$ cat src/rtl/slq_pkg.sv
`timescale 1ns/1ps
package slq_pkg;

    localparam int ADDR_W        = 20;
    localparam int DATA_W        = 8;
    localparam int SEC_LSB       = 15;
    localparam int SEC_W         = ADDR_W - SEC_LSB;
    localparam int DEF_MAX_TRIES = 25;
    localparam int NUM_STEPS     = 11;
    localparam int STEP_W        = $clog2(NUM_STEPS);

    localparam logic [ADDR_W-1:0] UNLK_ADDR_A = 20'h05555;
    localparam logic [ADDR_W-1:0] UNLK_ADDR_B = 20'h02AAA;
    localparam logic [ADDR_W-1:0] VFY_OFFSET  = 20'h00002;

    localparam logic [DATA_W-1:0] KEY_FIRST   = 8'hAA;
    localparam logic [DATA_W-1:0] KEY_SECOND  = 8'h55;
    localparam logic [DATA_W-1:0] CMD_SETUP   = 8'h60;
    localparam logic [DATA_W-1:0] CMD_LOCK    = 8'h20;
    localparam logic [DATA_W-1:0] CMD_UNLOCK  = 8'h40;
    localparam logic [DATA_W-1:0] CMD_VERIFY  = 8'h90;
    localparam logic [DATA_W-1:0] CODE_LOCKED = 8'hC2;
    localparam logic [DATA_W-1:0] CODE_FREE   = 8'h00;

    // access slots of one attempt; order is the device protocol
    localparam logic [STEP_W-1:0] STP_KEY1_A  = 4'd0;
    localparam logic [STEP_W-1:0] STP_KEY2_A  = 4'd1;
    localparam logic [STEP_W-1:0] STP_SETUP   = 4'd2;
    localparam logic [STEP_W-1:0] STP_KEY1_B  = 4'd3;
    localparam logic [STEP_W-1:0] STP_KEY2_B  = 4'd4;
    localparam logic [STEP_W-1:0] STP_ACTION  = 4'd5;
    localparam logic [STEP_W-1:0] STP_STATUS  = 4'd6;
    localparam logic [STEP_W-1:0] STP_KEY1_V  = 4'd7;
    localparam logic [STEP_W-1:0] STP_KEY2_V  = 4'd8;
    localparam logic [STEP_W-1:0] STP_VCMD    = 4'd9;
    localparam logic [STEP_W-1:0] STP_VREAD   = 4'd10;

    typedef enum logic [0:0] {
        ST_IDLE = 1'b0,
        ST_BUS  = 1'b1
    } seq_state_t;

    typedef struct packed {
        logic              we;
        logic [ADDR_W-1:0] addr;
        logic [DATA_W-1:0] data;
    } bus_access_t;

    function automatic logic sel_is_legal(input logic [SEC_W-1:0] sel);
        return (&sel) || !(|sel);
    endfunction

    function automatic logic [ADDR_W-1:0] sector_base(input logic [SEC_W-1:0] sel);
        return {sel, {SEC_LSB{1'b0}}};
    endfunction

    function automatic logic [DATA_W-1:0] wanted_code(input logic unlock);
        return unlock ? CODE_FREE : CODE_LOCKED;
    endfunction

endpackage

$ cat src/rtl/slq_step_ctr.sv
`timescale 1ns/1ps
module slq_step_ctr
    import slq_pkg::*;
#(
    parameter int STEPS = NUM_STEPS,
    localparam int W    = $clog2(STEPS)
) (
    input  logic         clk,
    input  logic         rst,
    input  logic         clear,
    input  logic         advance,
    output logic [W-1:0] step,
    output logic         last
);
    always_ff @(posedge clk) begin
        if (rst) begin
            step <= '0;
        end else if (clear) begin
            step <= '0;
        end else if (advance && !last) begin
            step <= step + W'(1);
        end
    end

    assign last = (step == W'(STEPS - 1));
endmodule

$ cat src/rtl/slq_try_ctr.sv
`timescale 1ns/1ps
module slq_try_ctr #(
    parameter int LIMIT = 25,
    localparam int W    = $clog2(LIMIT + 1)
) (
    input  logic         clk,
    input  logic         rst,
    input  logic         clear,
    input  logic         load_one,
    input  logic         inc,
    output logic [W-1:0] count,
    output logic         at_limit
);
    always_ff @(posedge clk) begin
        if (rst) begin
            count <= '0;
        end else if (clear) begin
            count <= '0;
        end else if (load_one) begin
            count <= W'(1);
        end else if (inc && !at_limit) begin
            count <= count + W'(1);
        end
    end

    assign at_limit = (count == W'(LIMIT));
endmodule

$ cat src/rtl/slq_cmd_gen.sv
`timescale 1ns/1ps
module slq_cmd_gen
    import slq_pkg::*;
(
    input  logic [STEP_W-1:0] step,
    input  logic              unlock,
    input  logic [SEC_W-1:0]  sel,
    output bus_access_t       acc
);
    logic [ADDR_W-1:0] base;

    always_comb begin
        base = sector_base(sel);
        acc  = '0;
        unique case (step)
            STP_KEY1_A, STP_KEY1_B, STP_KEY1_V:
                acc = '{we: 1'b1, addr: UNLK_ADDR_A, data: KEY_FIRST};
            STP_KEY2_A, STP_KEY2_B, STP_KEY2_V:
                acc = '{we: 1'b1, addr: UNLK_ADDR_B, data: KEY_SECOND};
            STP_SETUP:
                acc = '{we: 1'b1, addr: UNLK_ADDR_A, data: CMD_SETUP};
            STP_ACTION:
                acc = '{we: 1'b1, addr: base, data: unlock ? CMD_UNLOCK : CMD_LOCK};
            STP_STATUS:
                acc = '{we: 1'b0, addr: base, data: '0};
            STP_VCMD:
                acc = '{we: 1'b1, addr: UNLK_ADDR_A, data: CMD_VERIFY};
            STP_VREAD:
                acc = '{we: 1'b0, addr: base | VFY_OFFSET, data: '0};
            default:
                acc = '0;
        endcase
    end
endmodule

$ cat src/rtl/sector_lock_sequencer.sv
`timescale 1ns/1ps
module sector_lock_sequencer
    import slq_pkg::*;
#(
    parameter int MAX_TRIES = DEF_MAX_TRIES,
    localparam int TRY_W    = $clog2(MAX_TRIES + 1)
) (
    input  logic              clk,
    input  logic              rst,
    input  logic              start,
    input  logic              unprotect,
    input  logic [SEC_W-1:0]  sector_sel,
    output logic              bus_req,
    output logic              bus_we,
    output logic [ADDR_W-1:0] bus_addr,
    output logic [DATA_W-1:0] bus_wdata,
    input  logic              bus_ack,
    input  logic [DATA_W-1:0] bus_rdata,
    output logic              done,
    output logic              pass,
    output logic [TRY_W-1:0]  attempts
);
    seq_state_t        state_q;
    logic              unlock_q;
    logic [SEC_W-1:0]  sel_q;
    logic              done_q;
    logic              pass_q;

    logic              start_ok;
    logic              sel_ok;
    logic              xfer;
    logic              final_xfer;
    logic              code_ok;
    logic              hit;
    logic              retry;
    logic              give_up;
    logic              step_last;
    logic              at_limit;
    logic [STEP_W-1:0] step;
    bus_access_t       cur;

    assign start_ok   = start && (state_q == ST_IDLE);
    assign sel_ok     = sel_is_legal(sector_sel);
    assign xfer       = (state_q == ST_BUS) && bus_ack;
    assign final_xfer = xfer && step_last;
    assign code_ok    = (bus_rdata == wanted_code(unlock_q));
    assign hit        = final_xfer && code_ok;
    assign retry      = final_xfer && !code_ok && !at_limit;
    assign give_up    = final_xfer && !code_ok && at_limit;

    slq_step_ctr #(.STEPS(NUM_STEPS)) u_step (
        .clk     (clk),
        .rst     (rst),
        .clear   (start_ok || retry),
        .advance (xfer),
        .step    (step),
        .last    (step_last)
    );

    slq_try_ctr #(.LIMIT(MAX_TRIES)) u_try (
        .clk      (clk),
        .rst      (rst),
        .clear    (start_ok && !sel_ok),
        .load_one (start_ok && sel_ok),
        .inc      (retry),
        .count    (attempts),
        .at_limit (at_limit)
    );

    slq_cmd_gen u_cmd (
        .step   (step),
        .unlock (unlock_q),
        .sel    (sel_q),
        .acc    (cur)
    );

    always_ff @(posedge clk) begin
        if (rst) begin
            state_q  <= ST_IDLE;
            unlock_q <= 1'b0;
            sel_q    <= '0;
            done_q   <= 1'b0;
            pass_q   <= 1'b0;
        end else begin
            done_q <= (start_ok && !sel_ok) || hit || give_up;
            if (start_ok) begin
                unlock_q <= unprotect;
                sel_q    <= sector_sel;
                pass_q   <= 1'b0;
                if (sel_ok) begin
                    state_q <= ST_BUS;
                end
            end else if (hit) begin
                pass_q  <= 1'b1;
                state_q <= ST_IDLE;
            end else if (give_up) begin
                state_q <= ST_IDLE;
            end
        end
    end

    assign bus_req   = (state_q == ST_BUS);
    assign bus_we    = cur.we;
    assign bus_addr  = cur.addr;
    assign bus_wdata = cur.data;
    assign done      = done_q;
    assign pass      = pass_q;
endmodule

$ cat config.mk
export PLATFORM = sky130hd
export DESIGN_NAME = sector_lock_sequencer
export DESIGN_NICKNAME = d
export VERILOG_FILES = /design/src/rtl/slq_pkg.sv /design/src/rtl/slq_step_ctr.sv /design/src/rtl/slq_try_ctr.sv /design/src/rtl/slq_cmd_gen.sv /design/src/rtl/sector_lock_sequencer.sv
export SDC_FILE = /design/constraint.sdc
export NUM_CORES = 1
export LEC_CHECK = 0
export CAP_MARGIN = 20
export CORE_ASPECT_RATIO = 1.5
export CORE_MARGIN = 1.5
export CORE_UTILIZATION = 45
export DETAILED_ROUTE_END_ITERATION = 6
export GPL_ROUTABILITY_DRIVEN = 1
export PLACE_DENSITY = 0.95
export SLEW_MARGIN = 10
export SYNTH_ARGS = -nofsm -noshare
export SYNTH_HDL_FRONTEND = slang
export SYNTH_SLANG_ARGS = --single-unit
$ cat constraint.sdc
create_clock -name clk -period 5.6 [get_ports clk]
set_clock_uncertainty 0.2 [all_clocks]
set_input_delay 0.56 -clock clk [delete_from_list [all_inputs] [get_ports clk]]
set_output_delay 0.56 -clock clk [all_outputs]
set_load 0.02 [all_outputs]
==> summary.md, run 1 <==
| Metric | Value |
|---|---|
| Outcome | `complete, no violations` |
| Start point of the critical path | `u_step.step[1]` |
| Clock Latency Late Sink | `roughly 0.26 ns` |
| Cell variety after synth | `44` |
| Worst endpoint data arrival time | `about 2.5 ns` |
| Total length of routed wires | `~3 mm` |
| Biggest cell delay along the critical path | `around 0.60 ns` |
| Post-cts hold buffer count | `0` |
| Pre-CTS setup slack | `2.58 ns` |
| Cells along the critical path | `inv_1 -> ha_1 -> mux2i_1 -> o21ai_0 -> nand2b_1 -> clkdlybuf4s50_1` |
| Post-route standard cell area excluding fillers | `1750 um2` |
| Ratio of routed vias to standard cells | `around 5.5` |
| Number of global-route vias before repair | `1157` |
| Library cell with the largest summed area after synthesis | `dfxtp_1` |
| Total Power Consumption | `0.360 mW` |
| Largest fanout on the critical path | `10` |
| Post-Route Utilization | `approximately 65%` |
| WP data required | `4.84 ns` |
| Post-CTS repair timing setup buffer count | `0` |
| Total of buffers placed on input and output ports | `54` |
| Final WS setup | `roughly 2.3 ns` |
| Type of destination of the critical path | `primary output` |
| Top post-synthesis cells by count | `dfxtp_1, nand2_1, a21oi_1, buf_4` |
| Ys Warns | `0` |
| Cell area after synthesis | `around 1300 um2` |
| Final setup violating endpoints | `0` |
| Largest family of logic cells by synthesized area | `simple AND/OR/NAND/NOR gates` |
| P&R area growth vs syn | `39.4%` |
| Adder-Cell Fraction of Synth Area | `5.98%` |
| Overall overflow remaining after global route | `0` |
| Via count | `roughly 1.3k` |
| Simple-gate portion of the synthesized area | `28.4%` |
| Cells on worst reg2reg path | `6` |
| CP delay by family, top | `buffers and inverters` |
| Flop2flop setup slack | `approximately 3.7 ns` |
| Register clock-pin slew on the reported worst setup and hold paths | `0.07 ns` |
| XOR/XNOR Fraction of Synth Area | `1.39%` |
| Synthesized net count | `184` |
| Maximum ir drop on the vdd rail | `190 uV` |
| Multiplexer fraction of the synthesized cell area | `2.39%` |
| Highest-delay cell along the critical path | `clkdlybuf4s50_1` |
| Number of enable-type register cells in the synthesized netlist | `0` |
| Share of the yosys chip area belonging to registers | `28.7%` |
| Count of maximum capacitance violations | `0` |
| Setup repair after global routing missed its margin | `no` |
| Area enclosed by the die boundary | `3120 um2` |
| Synth Flop Type | `dfxtp_1` |
| Largest cells by area after synthesis | `dfxtp_1, buf_4, a21oi_1` |
| Slew of the pin with the lowest slew margin | `0.703 ns` |
| Reg2Reg Capture Point | `u_try.count[0]` |
| Final antenna diode count | `0` |
| Clock Sinks | `18` |
| Kind of path behind the tightest hold check | `reg -> reg` |
| Slew margin rel. | `52.7%` |
| Tcrit/Tclk final | `58.3%` |
| Buffer cell driving the clock tree root | `clkbuf_8` |
| Number of buffer and inverter stages on the critical path | `2` |
| Critical path destination | `bus_addr[1]` |
| Source of the worst register-to-register timing path | `u_step.step[0]` |
| NumNets Final | `roughly 220` |
| Placeable core region | `between 2000 and 3000 um2` |
| Timing-limited maximum frequency | `0.306 GHz` |
| CTS tree | `built` |
| Min Tclk post-route | `3.26 ns` |
| Maximum number of pins on one net before global-route repair | `17` |
| Std cell rows | `23` |
| Syn avg cell area | `7.85 um2` |
| Stages on the worst setup path | `6` |
| I/O pin count | `55` |
| Antenna-violating nets left | `0` |
| Die Span X | `46.1 um` |
| Total CTS buffers | `3` |
| Average routed wire per standard cell | `approximately 13 um` |
| Post-detail-place hpwl | `~2.3 mm` |
| Die height | `67.7 um` |
| Starting utilization of the core area | `46.9%` |
| Type of the worst setup path | `reg -> out` |
| Placed standard-cell area | `1700 um2` |
| Layout cell share with drive strength beyond 1 | `3.06%` |
| Gate count after technology mapping | `160` |
| Number of synthesized register bits | `18` |
| GP Congestion | `0.830` |
| Quantity of gates resized following cts | `0` |
| Worst setup SP type | `flip-flop` |
| First-pass GRT wire length | `4.72 mm` |
| Final Slew Violations | `0` |
| Initial antenna violation count | `0` |
| Deepest level of the CTS H-tree | `1` |
| Total global routing track utilization | `20.4%` |
| Share of Yosys cell area claimed by the top area cell type | `between 20% and 30%` |
| Fraction of synthesis flops using an asynchronous set or reset pin | `0%` |
| Setup TNS | `0 ns` |
| Power per standard cell area | `~200 nW/um2` |
| Static leakage power | `0.645 nW` |
| Final hold violations | `0` |
| Number of DRC markers in iteration 0 | `37` |
| Cell with the most instances after synthesis | `dfxtp_1` |
| Number of iterations in the first detailed-routing pass | `4` |
| Share of the synthesized area in compound gates (AO/OA/AOI/OAI) | `approximately a fifth` |
| Clock Tree Buf Depth | `2` |
| Fill count | `215` |
| Count of unresolved DRC violations after routing | `0` |
==> power by group <==
part	internal, mW	switching, mW
logic	0.0524	0.0568
clock network	0.0625	0.0445
registers	0.136	0.00761
==> cell usage in the layout, fill, tap and decap left out, drive strengths merged, types with 4 or more instances in the layout <==
master         count
and2               6
clkdlybuf4s50     54
nor2               7
ha                 6
a21oi             15
nand2b             4
nor3               7
clkbuf             4
nand2             16
inv                7
dfxtp             18
o21ai              7
==> cell families (layout without fill, tap and decap cells) <==
| logic type | Yosys count | after routing |
|---|---|---|
| simple gates | 63 | 63 |
| compound gates | 39 | 39 |
| buf+inv | 29 | 65 |
| flops | 18 | 18 |
| fa+ha+maj | 6 | 6 |
| mux | 3 | 3 |
| xor+xnor | 2 | 2 |
==> worst min-delay path by stage <==
stage | startpoint | end | slack [ns] | cells past startpoint
floorplan | sel_q[0] | sel_q[0] | 0.23 | 2
global placement | sel_q[4] | sel_q[4] | 0.24 | 2
detailed placement | sel_q[4] | sel_q[4] | 0.25 | 2
CTS | sel_q[4] | sel_q[4] | 0.25 | 2
global route | sel_q[1] | sel_q[1] | 0.28 | 2
finish | sel_q[4] | sel_q[4] | 0.25 | 2
==> flip-flops by register name (all words and copies together), names as in the netlist <==
name and cells:
u_step.step 4, unlock_q 1, sel_q 5, u_try.count 5, pass 1, done 1
bus_req 1
==> through the flow <==
step                hold slack, ns  cells
floorplan                    0.232    160
global placement             0.237    229
detailed placement           0.245    229
CTS                          0.255    233
global route                 0.278    233
finish                       0.251    233
==> layer usage <==
layer / vias to the layer above / track usage, % / part of all wire (%)
met3: 5 / 2.67 / 4.6
li1: 633 / - / -
met5: - / 0 / 0
met2: 49 / 38.5 / 57
met1: 599 / 20.5 / 37
met4: 0 / 10.4 / 1.6
==> area by class of cell <==
cell class	count	area, um2	share of cell area (%)
Multi-Input combinational cell	113	723	41.3
Sequential cell	18	360	20.6
Timing Repair Buffer	54	541	30.9
Tap cell	37	46.3	2.64
Inverter	7	26.3	1.50
Clock buffer	4	55.1	3.14
==> worst reg2reg max path: stages, from the launching register on <==
cell	delay [ns]
dfxtp_1	0.36
inv_1	0.09
ha_1	0.23
and3b_1	0.29
nand2_1	0.15
nor3_2	0.35
a211oi_1	0.12
(Power assumes the default switching activity.)
==> run 2, diff against run 1 <==
--- a/config.mk
+++ b/config.mk
@@ -8,10 +8,10 @@
 export CAP_MARGIN = 20
 export CORE_ASPECT_RATIO = 1.5
 export CORE_MARGIN = 1.5
-export CORE_UTILIZATION = 45
+export CORE_UTILIZATION = 42
 export DETAILED_ROUTE_END_ITERATION = 6
 export GPL_ROUTABILITY_DRIVEN = 1
-export PLACE_DENSITY = 0.95
+export PLACE_DENSITY = 0.9
 export SLEW_MARGIN = 10
 export SYNTH_ARGS = -nofsm -noshare
 export SYNTH_HDL_FRONTEND = slang
==> constraint.sdc (replaced) <==
create_clock -name clk -period 3.39 [get_ports clk]
set_clock_uncertainty 0.2 [all_clocks]
set_input_delay 0.339 -clock clk [delete_from_list [all_inputs] [get_ports clk]]
set_output_delay 0.339 -clock clk [all_outputs]
set_load 0.02 [all_outputs]
==> run 2 against run 1 <==
Utilization fell by 4.8 points; hold slack worse by 0.0018 ns; via count fell by 2.6%; sequential power up 65%; design area decreased by 0.21%; cell count rose by 0.86%; combinational power rose by 65%; power is 55% higher.
==> summary.md, run 2 (synthesis gave the netlist of run 1 again) <==
| Metric | Value |
|---|---|
| Outcome | `complete, no violations` |
| Maximum ir drop on the vdd rail | `349 uV (+83%)` |
| Flop2flop setup slack | `1.42 ns (-2.26 ns)` |
| Die height | `70.0 um (+3.4%)` |
| Final antenna diode count | `0 (unchanged)` |
| WP data required | `2.85 ns (-1.99 ns)` |
| Met1 usage in global routing | `20.9% (+0.39 points)` |
| Quantity of gates resized following cts | `0 (unchanged)` |
| Total of buffers placed on input and output ports | `54 (unchanged)` |
| Timing-limited maximum frequency | `0.330 GHz` |
| GP Congestion | `0.884 (+6.6%)` |
| Post-CTS repair timing setup buffer count | `0 (unchanged)` |
| Worst endpoint data arrival time | `2.50 ns (about the same)` |
| Deepest level of the CTS H-tree | `1 (unchanged)` |
| Total global routing track utilization | `17.8% (-2.6 points)` |
| Via count | `1253 (-2.6%)` |
| Final Slew Violations | `0 (unchanged)` |
| Layout cell share with drive strength beyond 1 | `3.06% (unchanged)` |
| Total length of routed wires | `2.81 mm (-6.3%)` |
| Antenna-violating nets left | `0 (unchanged)` |
| Average routed wire per standard cell | `12.0 um (-7.1%)` |
| Static leakage power | `0.643 nW (-0.28%)` |
| NumNets Final | `222 (+0.45%)` |
| Stages on the worst setup path | `6 (unchanged)` |
| Largest fanout on the critical path | `8 (-2)` |
| Setup repair after global routing missed its margin | `no` |
| Biggest cell delay along the critical path | `0.74 ns (+0.14 ns)` |
| Most used routing layer in global routing | `met2` |
| Register clock-pin slew on the reported worst setup and hold paths | `0.07 ns (about the same)` |
| Count of unresolved DRC violations after routing | `0 (unchanged)` |
| Buffer cell driving the clock tree root | `clkbuf_8` |
| Tcrit/Tclk final | `89.5%` |
| Type of destination of the critical path | `primary output` |
| Total CTS buffers | `3 (unchanged)` |
| Cells on worst reg2reg path | `6 (unchanged)` |
| Cells along the critical path | `inv_1 -> ha_1 -> nor2b_1 -> a21oi_1 -> o21ai_0 -> clkdlybuf4s50_1` |
| Std cell rows | `24 (+4.3%)` |
| CTS tree | `built` |
| Placeable core region | `2880 um2 (+7.7%)` |
| Most frequent cells in the layout | `clkdlybuf4s50_1, dfxtp_1, nand2_1, a21oi_1` |
| Final setup violating endpoints | `0 (unchanged)` |
| Power per standard cell area | `320 nW/um2 (+56%)` |
| Post-cts hold buffer count | `0 (unchanged)` |
| Number of global-route vias before repair | `1120 (-3.2%)` |
| Top flop regs | `sel_q x5, u_try.count x5, u_step.step x4` |
| Number of DRC markers in iteration 0 | `28 (-24%)` |
| Final hold violations | `0 (unchanged)` |
| Setup TNS | `0 ns (unchanged)` |
| Worst setup SP type | `flip-flop` |
| Final WS setup | `0.356 ns (-1.98 ns)` |
| Clock Tree Buf Depth | `2 (unchanged)` |
| Initial antenna violation count | `0 (unchanged)` |
| First-pass GRT wire length | `4.63 mm (-1.9%)` |
| Starting utilization of the core area | `43.6% (-3.4 points)` |
| Post-detail-place hpwl | `2.22 mm (-3.9%)` |
| I/O pin count | `55 (unchanged)` |
| CP delay by family, top | `buffers and inverters` |
| Commonest non-fill, non-tap cell in the layout | `clkdlybuf4s50_1` |
| Min Tclk post-route | `3.03 ns` |
| GR Layer Usage met3 | `1.81% (-0.87 points)` |
| Highest-delay cell along the critical path | `clkdlybuf4s50_1` |
| Kind of path behind the tightest hold check | `reg -> reg` |
| P&R area growth vs syn | `39.1%` |
| Number of buffer and inverter stages on the critical path | `2 (unchanged)` |
| Ratio of routed vias to standard cells | `5.33 (-3.4%)` |
| GR Util met2 | `31.8% (-6.7 points)` |
| Pre-CTS setup slack | `0.590 ns (-1.99 ns)` |
| Slew margin rel. | `54.2% (+1.6 points)` |
| Area enclosed by the die boundary | `3330 um2 (+6.7%)` |
| Die Span X | `47.7 um (+3.3%)` |
| Count of cells along the worst hold path | `2 (unchanged)` |
| Slew of the pin with the lowest slew margin | `0.680 ns (-0.0231 ns)` |
| Number of iterations in the first detailed-routing pass | `4 (unchanged)` |
| Clock Latency Late Sink | `0.25 ns (about the same)` |
| Count of maximum capacitance violations | `0 (unchanged)` |
| Clock Sinks | `18 (unchanged)` |
| Maximum number of pins on one net before global-route repair | `17 (unchanged)` |
| Type of the worst setup path | `reg -> out` |
| Overall overflow remaining after global route | `0 (unchanged)` |
[run 2: cell types whose count changed in the layout (fill, tap and decap cells not counted)]
cell / delta
clkbuf_8: -1
buf_4: +1
[run 2: where the power goes]
part	switching, mW	leakage (nW)	internal, mW
registers	0.0118	0.147	0.224
logic	0.0926	0.475	0.0879
clock network	0.0635	0.0216	0.0786
total	0.168	0.643	0.391
[run 2: stage by stage]
stage	hold WS (ns)	utilization, %	cell area, um2	total power, mW	instances
after detailed placement	0.245	59.2	1710	0.421	232
after CTS	0.252	60.6	1750	0.560	235
after floorplan	0.232	-	1260	0.354	160
after global placement	0.238	59.2	1710	0.418	232
after global routing	0.279	60.6	1750	0.586	235
final	0.249	60.6	1750	0.559	235
[run 2: cell type report]
| type | instances | area, um2 |
|---|---|---|
| well taps | 39 | 48.8 |
| flip-flops and latches | 18 | 360 |
| multi-input cells | 113 | 723 |
| inverters | 7 | 26.3 |
| repair buffers | 55 | 548 |
| clock buffers | 3 | 41.3 |
| fillers | 269 | 1130 |
[run 2: final timing paths]
kind,start,to
setup / recovery,u_step.step[0],bus_addr[6]
hold / removal,sel_q[2],sel_q[2]
setup reg to reg,u_step.step[0],u_try.count[0]
hold reg to reg,sel_q[2],sel_q[2]
[run 2: layer usage]
| layer | part of all wire [%] | vias up |
|---|---|---|
| li1 | - | 632 |
| met3 | 3.9 | 4 |
| met4 | 1.1 | 0 |
| met1 | 42 | 575 |
| met2 | 54 | 42 |
| met5 | 0 | - |
[run 2: worst reg2reg max path, cell delays in order, from the launching register on]
cell and delay [ns]:
dfxtp_1 0.36, inv_1 0.10, ha_1 0.24, and3b_1 0.31, nand2_1 0.16, nor3_2 0.34
a211oi_1 0.13
==> run 3, diff against run 2 <==
==> constraint.sdc (replaced) <==
create_clock -name clk -period 3.39 [get_ports clk]
set_clock_uncertainty 0.2 [all_clocks]
set_input_delay 0.339 -clock clk [delete_from_list [all_inputs] [get_ports clk]]
set_output_delay 0.339 -clock clk [all_outputs]
set_load 0.005 [all_outputs]
==> run 3 against run 2 <==
Design area unchanged; wire length is 3.9% higher; hold slack barely moved; worst setup slack improved by 0.094 ns; critical path depth did not move.
==> summary.md, run 3 (synthesis gave the netlist of run 1 again) <==
| Metric | Value |
|---|---|
| WP data required | `2.85 ns (about the same)` |
| I/O pin count | `55 (unchanged)` |
| Overall overflow remaining after global route | `0 (unchanged)` |
| Outcome | `complete, no violations` |
| Type of destination of the critical path | `primary output` |
| Initial antenna violation count | `0 (unchanged)` |
| Post-cts hold buffer count | `0 (unchanged)` |
| Count of unresolved DRC violations after routing | `0 (unchanged)` |
| Tcrit/Tclk final | `86.7% (-2.8 points)` |
| Clock Latency Late Sink | `0.25 ns (about the same)` |
| Kind of path behind the tightest hold check | `reg -> reg` |
| Std cell rows | `24 (unchanged)` |
| Die height | `70.0 um (unchanged)` |
| Antenna-violating nets left | `0 (unchanged)` |
| Maximum number of pins on one net before global-route repair | `17 (unchanged)` |
| Timing-limited maximum frequency | `0.340 GHz (+3.2%)` |
| Slew margin rel. | `53.1% (-1.1 points)` |
| Min Tclk post-route | `2.94 ns (-0.0941 ns)` |
| Final setup violating endpoints | `0 (unchanged)` |
| GP Congestion | `0.883 (-0.11%)` |
| Total Power Consumption | `0.531 mW (-4.9%)` |
| Commonest non-fill, non-tap cell in the layout | `clkdlybuf4s50_1` |
| Number of iterations in the first detailed-routing pass | `5 (+1)` |
| Pre-CTS setup slack | `0.673 ns (+0.0837 ns)` |
| Final Slew Violations | `0 (unchanged)` |
| Quantity of gates resized following cts | `0 (unchanged)` |
| Starting utilization of the core area | `43.6% (unchanged)` |
| Type of the worst setup path | `reg -> out` |
| Total length of routed wires | `2.92 mm (+3.9%)` |
| Clock Sinks | `18 (unchanged)` |
| Number of DRC markers in iteration 0 | `21 (-25%)` |
| Register clock-pin slew on the reported worst setup and hold paths | `0.06 ns (about the same)` |
| Clock Tree Buf Depth | `2 (unchanged)` |
| Total of buffers placed on input and output ports | `54 (unchanged)` |
| Top flop regs | `sel_q x5, u_try.count x5, u_step.step x4` |
| Static leakage power | `0.643 nW (unchanged)` |
| Maximum ir drop on the vdd rail | `334 uV (-4.2%)` |
| Final antenna diode count | `0 (unchanged)` |
| Area enclosed by the die boundary | `3330 um2 (unchanged)` |
| Slew of the pin with the lowest slew margin | `0.696 ns (+0.0166 ns)` |
| NumNets Final | `222 (unchanged)` |
| Total CTS buffers | `3 (unchanged)` |
| Count of maximum capacitance violations | `0 (unchanged)` |
| Layout cell share with drive strength beyond 1 | `3.06% (unchanged)` |
| Post-CTS repair timing setup buffer count | `0 (unchanged)` |
| Largest fanout on the critical path | `8 (unchanged)` |
| Deepest level of the CTS H-tree | `1 (unchanged)` |
| P&R area growth vs syn | `39.1% (unchanged)` |
| Ratio of routed vias to standard cells | `5.43 (+1.8%)` |
| Post-detail-place hpwl | `2.24 mm (+1.0%)` |
| Most frequent cells in the layout | `clkdlybuf4s50_1, dfxtp_1, nand2_1, a21oi_1` |
| Worst endpoint data arrival time | `2.40 ns (-0.10 ns)` |
| Placeable core region | `2880 um2 (unchanged)` |
| Number of global-route vias before repair | `1171 (+4.6%)` |
| Worst setup SP type | `flip-flop` |
| First-pass GRT wire length | `4.88 mm (+5.4%)` |
| Die Span X | `47.7 um (unchanged)` |
| Final WS setup | `0.450 ns (+0.0941 ns)` |
| Fill count | `269 (unchanged)` |
| Setup TNS | `0 ns (unchanged)` |
| CTS tree | `built` |
| Setup repair after global routing missed its margin | `no` |
| Total global routing track utilization | `19.2% (+1.4 points)` |
| Buffer cell driving the clock tree root | `clkbuf_8` |
| Final hold violations | `0 (unchanged)` |
| Area occupied by multi-input gates | `723 um2 (unchanged)` |
| Power per standard cell area | `304 nW/um2 (-4.9%)` |
| Average routed wire per standard cell | `12.4 um (+3.9%)` |
| Via count | `1275 (+1.8%)` |
| Register Area | `360 um2 (unchanged)` |
## run 3: cell counts in the layout (fill, tap and decap cells not counted)
No cell type changed its count.
## run 3: area by class of cell
cell class	instances	area share, %
Tap cell	39	2.79
Multi-Input combinational cell	113	41.4
Sequential cell	18	20.6
Inverter	7	1.50
Clock buffer	3	2.36
Timing Repair Buffer	55	31.4
## run 3: path summary, 6_finish.rpt
kind                                  endpoint            from  depth (start not counted)  slack [ns]
worst max register to register  u_try.count[0]  u_step.step[0]                          6        1.43
worst min register to register        sel_q[2]        sel_q[2]                          2        0.25
worst min-delay path                  sel_q[2]        sel_q[2]                          2        0.25
worst max-delay path               bus_addr[6]  u_step.step[0]                          6        0.45
## run 3: metrics by stage
step	instances	hold slack [ns]	utilization, %	instance area, um2
final	235	0.249	60.6	1750
after global routing	235	0.289	60.6	1750
after CTS	235	0.252	60.6	1750
after detailed placement	232	0.245	59.2	1710
after global placement	232	0.238	59.2	1710
after floorplan	160	0.232	-	1260
## run 3: where the power goes
| part | switching (mW) | leakage, nW | internal (mW) |
|---|---|---|---|
| logic | 0.0629 | 0.475 | 0.0872 |
| clock network | 0.0658 | 0.0216 | 0.0789 |
| registers | 0.0120 | 0.147 | 0.224 |
## run 3: per-layer routing
metal	track usage, %	share of wire (%)	up-vias
met5	0	0	-
met4	7.21	1.6	0
met3	1.55	5.0	8
met2	34.8	55	53
met1	21.4	38	581
li1	-	-	633
## run 3: worst max-delay path, stage by stage (launching register included)
cell,delay (ns)
dfxtp_1,0.36
inv_1,0.10
ha_1,0.24
nor2b_1,0.18
a21oi_1,0.05
o21ai_0,0.58
clkdlybuf4s50_1,0.64
